--- src/rtl/icu_pkg.sv ---
package icu_pkg;
  localparam int unsigned DATA_W  = 8;
  localparam int unsigned SC_BIT  = DATA_W - 1;
  localparam int unsigned IRQ_BIT = DATA_W - 1;
endpackage

--- src/rtl/icu_flag_bank.sv ---
module icu_flag_bank #(
  parameter int unsigned N_EVT = 5
) (
  input  logic             clk,
  input  logic             rst_n,
  input  logic [N_EVT-1:0] evt_i,
  input  logic             clr_i,
  output logic [N_EVT-1:0] flag_q,
  output logic [N_EVT-1:0] flag_view
);
  for (genvar g = 0; g < N_EVT; g++) begin : g_bit
    always_ff @(posedge clk or negedge rst_n) begin
      if (!rst_n)      flag_q[g] <= 1'b0;
      else if (clr_i)  flag_q[g] <= 1'b0;
      else if (evt_i[g]) flag_q[g] <= 1'b1;
    end
    assign flag_view[g] = flag_q[g] | evt_i[g];
  end
endmodule

--- src/rtl/icu_mask_reg.sv ---
module icu_mask_reg #(
  parameter int unsigned N_EVT = 5
) (
  input  logic                      clk,
  input  logic                      rst_n,
  input  logic                      wr_i,
  input  logic [icu_pkg::DATA_W-1:0] wdata_i,
  output logic [N_EVT-1:0]          mask_q,
  output logic [N_EVT-1:0]          mask_nxt
);
  logic [N_EVT-1:0] sel;
  logic             set_mode;

  assign sel      = wdata_i[N_EVT-1:0];
  assign set_mode = wdata_i[icu_pkg::SC_BIT];

  always_comb begin
    mask_nxt = mask_q;
    if (wr_i) begin
      if (set_mode) mask_nxt = mask_q | sel;
      else          mask_nxt = mask_q & ~sel;
    end
  end

  always_ff @(posedge clk or negedge rst_n) begin
    if (!rst_n) mask_q <= '0;
    else        mask_q <= mask_nxt;
  end
endmodule

--- src/rtl/icu_irq_ff.sv ---
module icu_irq_ff #(
  parameter int unsigned N_EVT = 5
) (
  input  logic             clk,
  input  logic             rst_n,
  input  logic [N_EVT-1:0] flag_view,
  input  logic [N_EVT-1:0] mask_nxt,
  input  logic             clr_i,
  output logic             irq_q
);
  logic hit;

  assign hit = |(flag_view & mask_nxt);

  always_ff @(posedge clk or negedge rst_n) begin
    if (!rst_n)     irq_q <= 1'b0;
    else if (clr_i) irq_q <= 1'b0;
    else if (hit)   irq_q <= 1'b1;
  end
endmodule

--- src/rtl/icu_flag_ctrl.sv ---
module icu_flag_ctrl #(
  parameter int unsigned N_EVT = 5
) (
  input  logic                       clk,
  input  logic                       rst_n,
  input  logic [N_EVT-1:0]           evt_i,
  input  logic                       mask_wr_i,
  input  logic [icu_pkg::DATA_W-1:0] mask_wdata_i,
  input  logic                       flag_rd_i,
  output logic [icu_pkg::DATA_W-1:0] flag_rdata_o,
  output logic                       irq_o
);
  localparam int unsigned PAD_W = icu_pkg::DATA_W - 1 - N_EVT;

  logic [N_EVT-1:0] flag_q;
  logic [N_EVT-1:0] flag_view;
  logic [N_EVT-1:0] mask_q;
  logic [N_EVT-1:0] mask_nxt;
  logic             irq_q;

  icu_flag_bank #(.N_EVT(N_EVT)) u_flags (
    .clk       (clk),
    .rst_n     (rst_n),
    .evt_i     (evt_i),
    .clr_i     (flag_rd_i),
    .flag_q    (flag_q),
    .flag_view (flag_view)
  );

  icu_mask_reg #(.N_EVT(N_EVT)) u_mask (
    .clk      (clk),
    .rst_n    (rst_n),
    .wr_i     (mask_wr_i),
    .wdata_i  (mask_wdata_i),
    .mask_q   (mask_q),
    .mask_nxt (mask_nxt)
  );

  icu_irq_ff #(.N_EVT(N_EVT)) u_irq (
    .clk       (clk),
    .rst_n     (rst_n),
    .flag_view (flag_view),
    .mask_nxt  (mask_nxt),
    .clr_i     (flag_rd_i),
    .irq_q     (irq_q)
  );

  assign flag_rdata_o = {irq_q, {PAD_W{1'b0}}, flag_view};
  assign irq_o        = irq_q;
endmodule

--- config.mk ---
export PLATFORM = sky130hd
export DESIGN_NAME = icu_flag_ctrl
export DESIGN_NICKNAME = d
export VERILOG_FILES = /design/src/rtl/icu_pkg.sv /design/src/rtl/icu_flag_bank.sv /design/src/rtl/icu_mask_reg.sv /design/src/rtl/icu_irq_ff.sv /design/src/rtl/icu_flag_ctrl.sv
export SDC_FILE = /design/constraint.sdc
export NUM_CORES = 1
export LEC_CHECK = 0
export ABC_AREA = 1
export BUFFER_PORTS_ARGS = -buffer_cell sky130_fd_sc_hd__buf_2
export CAP_MARGIN = 0
export CORE_UTILIZATION = 40
export CTS_BUF_LIST = sky130_fd_sc_hd__clkbuf_16
export DETAILED_ROUTE_END_ITERATION = 6
export PLACE_DENSITY = 0.73
export SYNTH_ARGS = -nofsm -noshare
export SYNTH_HDL_FRONTEND = slang
export SYNTH_SLANG_ARGS = --single-unit
--- constraint.sdc ---
create_clock -name clk -period 1.2 [get_ports clk]
set_clock_uncertainty 0.1 [all_clocks]
set_input_delay 0.24 -clock clk [delete_from_list [all_inputs] [get_ports clk]]
set_output_delay 0.24 -clock clk [all_outputs]
set_load 0.005 [all_outputs]
==> impl_results.md <==
- Outcome: finished with violations
- Failing checks: negative setup slack
- Via-to-Cell Ratio: ~4.3
- Hpwl dp: between 700 and 800 µm
- Initial DRT Pass Iterations: 5
- Clock Tree Root: clkbuf_16
- DR iter-0 viols: 4
- Placed cell areas: roughly 670 µm²
- Synth warnings: 0
- Count leader, synth: inv_1
- Mapped Area: between 500 and 600 µm²
- Finished Layout Cells: ~120
- DRT Wirelength: about 1.2 mm
- Post-synth top flop: dfrtp_1
- Synthesis-to-layout area growth: 38.9%
- Rows: 13
- Post-Route Utilization: 0.611
- HP Class: input pin to flip-flop
- Starting Density: 0.440
- Final antenna-violating net count: 0
- Total grt overflow: 0
- Power Density: 1490 mW/mm²
- Initial antenna violation count: 0
- Share of layout cells above drive strength 1: 0.396
- CP Max Fanout: 2
- DRC viols: 0
- Post-route cell area: roughly 800 µm²
- Area leader, netlist: dfrtp_1
- Avg Cell Area, Syn: 7.33 µm²
- Top post-synthesis cells by area: dfrtp_1, inv_1, nand2_1
- Max Buffers Root-to-Sink: 2
- Synth cell types: 10
- Kind of end point of the critical path: primary output
- Fmax: approximately 830 MHz
- Minimum clock period: between 1000 and 1500 ps
- TritonCTS clock tree: built
- Post-synth EDFFs: 0
- Layout Nets: around 120
- Commonest cells post-synth: inv_1, nand2_1, dfrtp_1, nand3_1, a21oi_1
- WP data arrival: approximately 870 ps
- Final Hold Viols: 0
- Pre-CTS setup slack: around 100 ps
- Max IR drop VDD: between 0.8 and 0.9 mV
- Diodes inserted: 0
- H-tree depth: 1
- Sequential area share after synthesis: 0.475
- Max Cap Viol: 0
- Port Buf Inserts: 21
- Post-synth ARST share: 1.00
- WS Path Type: flip-flop to primary output
- Global-route wire length before repair: approximately 1.8 mm
- CTS Buf Count: 3
- Sink Count: 11
- P_leak: ~0.00050 µW
- Chip Height: ~40 µm
- Via count: 526
- Setup ws final: -5.72 ps
- RSZ-0062 raised after global routing: yes
- Final Max Tran Viols: 0
- Yosys reg bits: 11
- Die width: 40.1 µm
- GRT Util Overall: 0.174
- Placed Cells: between 100 and 150
- Tcrit/Tclk final: 1.00
- CP startpoint kind: flip-flop
- Core Region: around 0.0013 mm²
- Reg clk slew, reported paths: about 40 ps
- Die ar.: between 0.0015 and 0.002 mm²
- Largest net degree at the start of global routing: 12
- Gate Count Post-Synth: around 80
- Vias in the first global route: about 420
- Final setup fails: 1
- Top-level I/O count: 26
- Synth top area share: 0.475
- Routability cong.: approximately 0.71
- Crit path required time: around 860 ps
- Clk_lat worst skew: approximately 230 ps
- Wirelength per Cell: a little over 10 µm
[state kept, by name (all words and copies together), names as in the netlist]
signal / flops
u_mask.mask_q: 5
u_flags.flag_q: 5
u_irq.irq_q: 1
[critical path, stage by stage (launching register included)]
cell	delay (ps)
dfrtp_1	370
inv_2	70
nand2_2	70
buf_2	130
[layout make-up]
class	count	area, µm²
Inverter	23	86.3
Clock inverter	1	3.75
Tap cell	15	18.8
Timing Repair Buffer	26	145
Fill cell	115	513
Clock buffer	3	75.1
Multi-Input combinational cell	42	200
Sequential cell	11	275
[cells in the final DEF, fill, tap and decap left out]
cell type and instances:
inv_2 5, nor2_1 1, a21oi_1 6, buf_2 21, nand2_2 9, dfrtp_1 11
conb_1 2, buf_4 4, nand3_1 10, dlygate4sd3_1 1, nand2_1 14, inv_1 19
clkbuf_16 3
[report_power, final]
group	switching, µW	internal (µW)
sequential	12.3	407
combinational	106	82.5
clock	151	436
[metal layers]
metal  GRT usage  vias up  share of wire
li1            -      278              -
met1       0.212      233           0.43
met2       0.294       13           0.54
met3      0.0333        2          0.031
met4      0.0776        0         0.0064
met5           0        -              0
[kinds of logic after synthesis]
logic type             count (synthesis)  synth area share
AO/OA/AOI/OAI                          6            0.0518
buffers and inverters                 27             0.207
flip-flops                            11             0.475
other                                  1           0.00647
AND/OR/NAND/NOR                       34             0.259
[through the flow]
step / total power (µW) / TNS, ps / hold WS [ps]
final: 1200 / -5.72 / 140
after floorplan: 529 / 0 / -156
after detailed placement: 583 / 0 / 17.6
after CTS: 1190 / 0 / 144
after global placement: 578 / 0 / 23.4
after global routing: 1260 / -33.5 / 143
[repair_timing]
| action | 4_1_cts | 5_1_grt |
|---|---|---|
| hold buffers | 1 | 0 |
| endpoints found under the hold margin | 11 | 0 |
| gates resized for setup | 2 | 8 |
| buffers inserted | 1 | 3 |
| setup endpoints to repair | 2 | 5 |
| pin swaps | 1 | 2 |
[worst paths after layout]
check | from | end | slack (ps) | cells past startpoint
setup / recovery | u_flags.flag_q[4] | flag_rdata_o[4] | -6 | 3
setup reg to reg | u_flags.flag_q[0] | u_irq.irq_q | 130 | 7
max in group asynchronous | rst_n | u_flags.flag_q[4] | 490 | 2
hold / removal | flag_rd_i | u_flags.flag_q[3] | 140 | 2
min in group asynchronous | rst_n | u_mask.mask_q[4] | 310 | 2
hold reg to reg | u_flags.flag_q[3] | u_flags.flag_q[3] | 420 | 2
No activity file was read; power rests on OpenSTA's default activity.
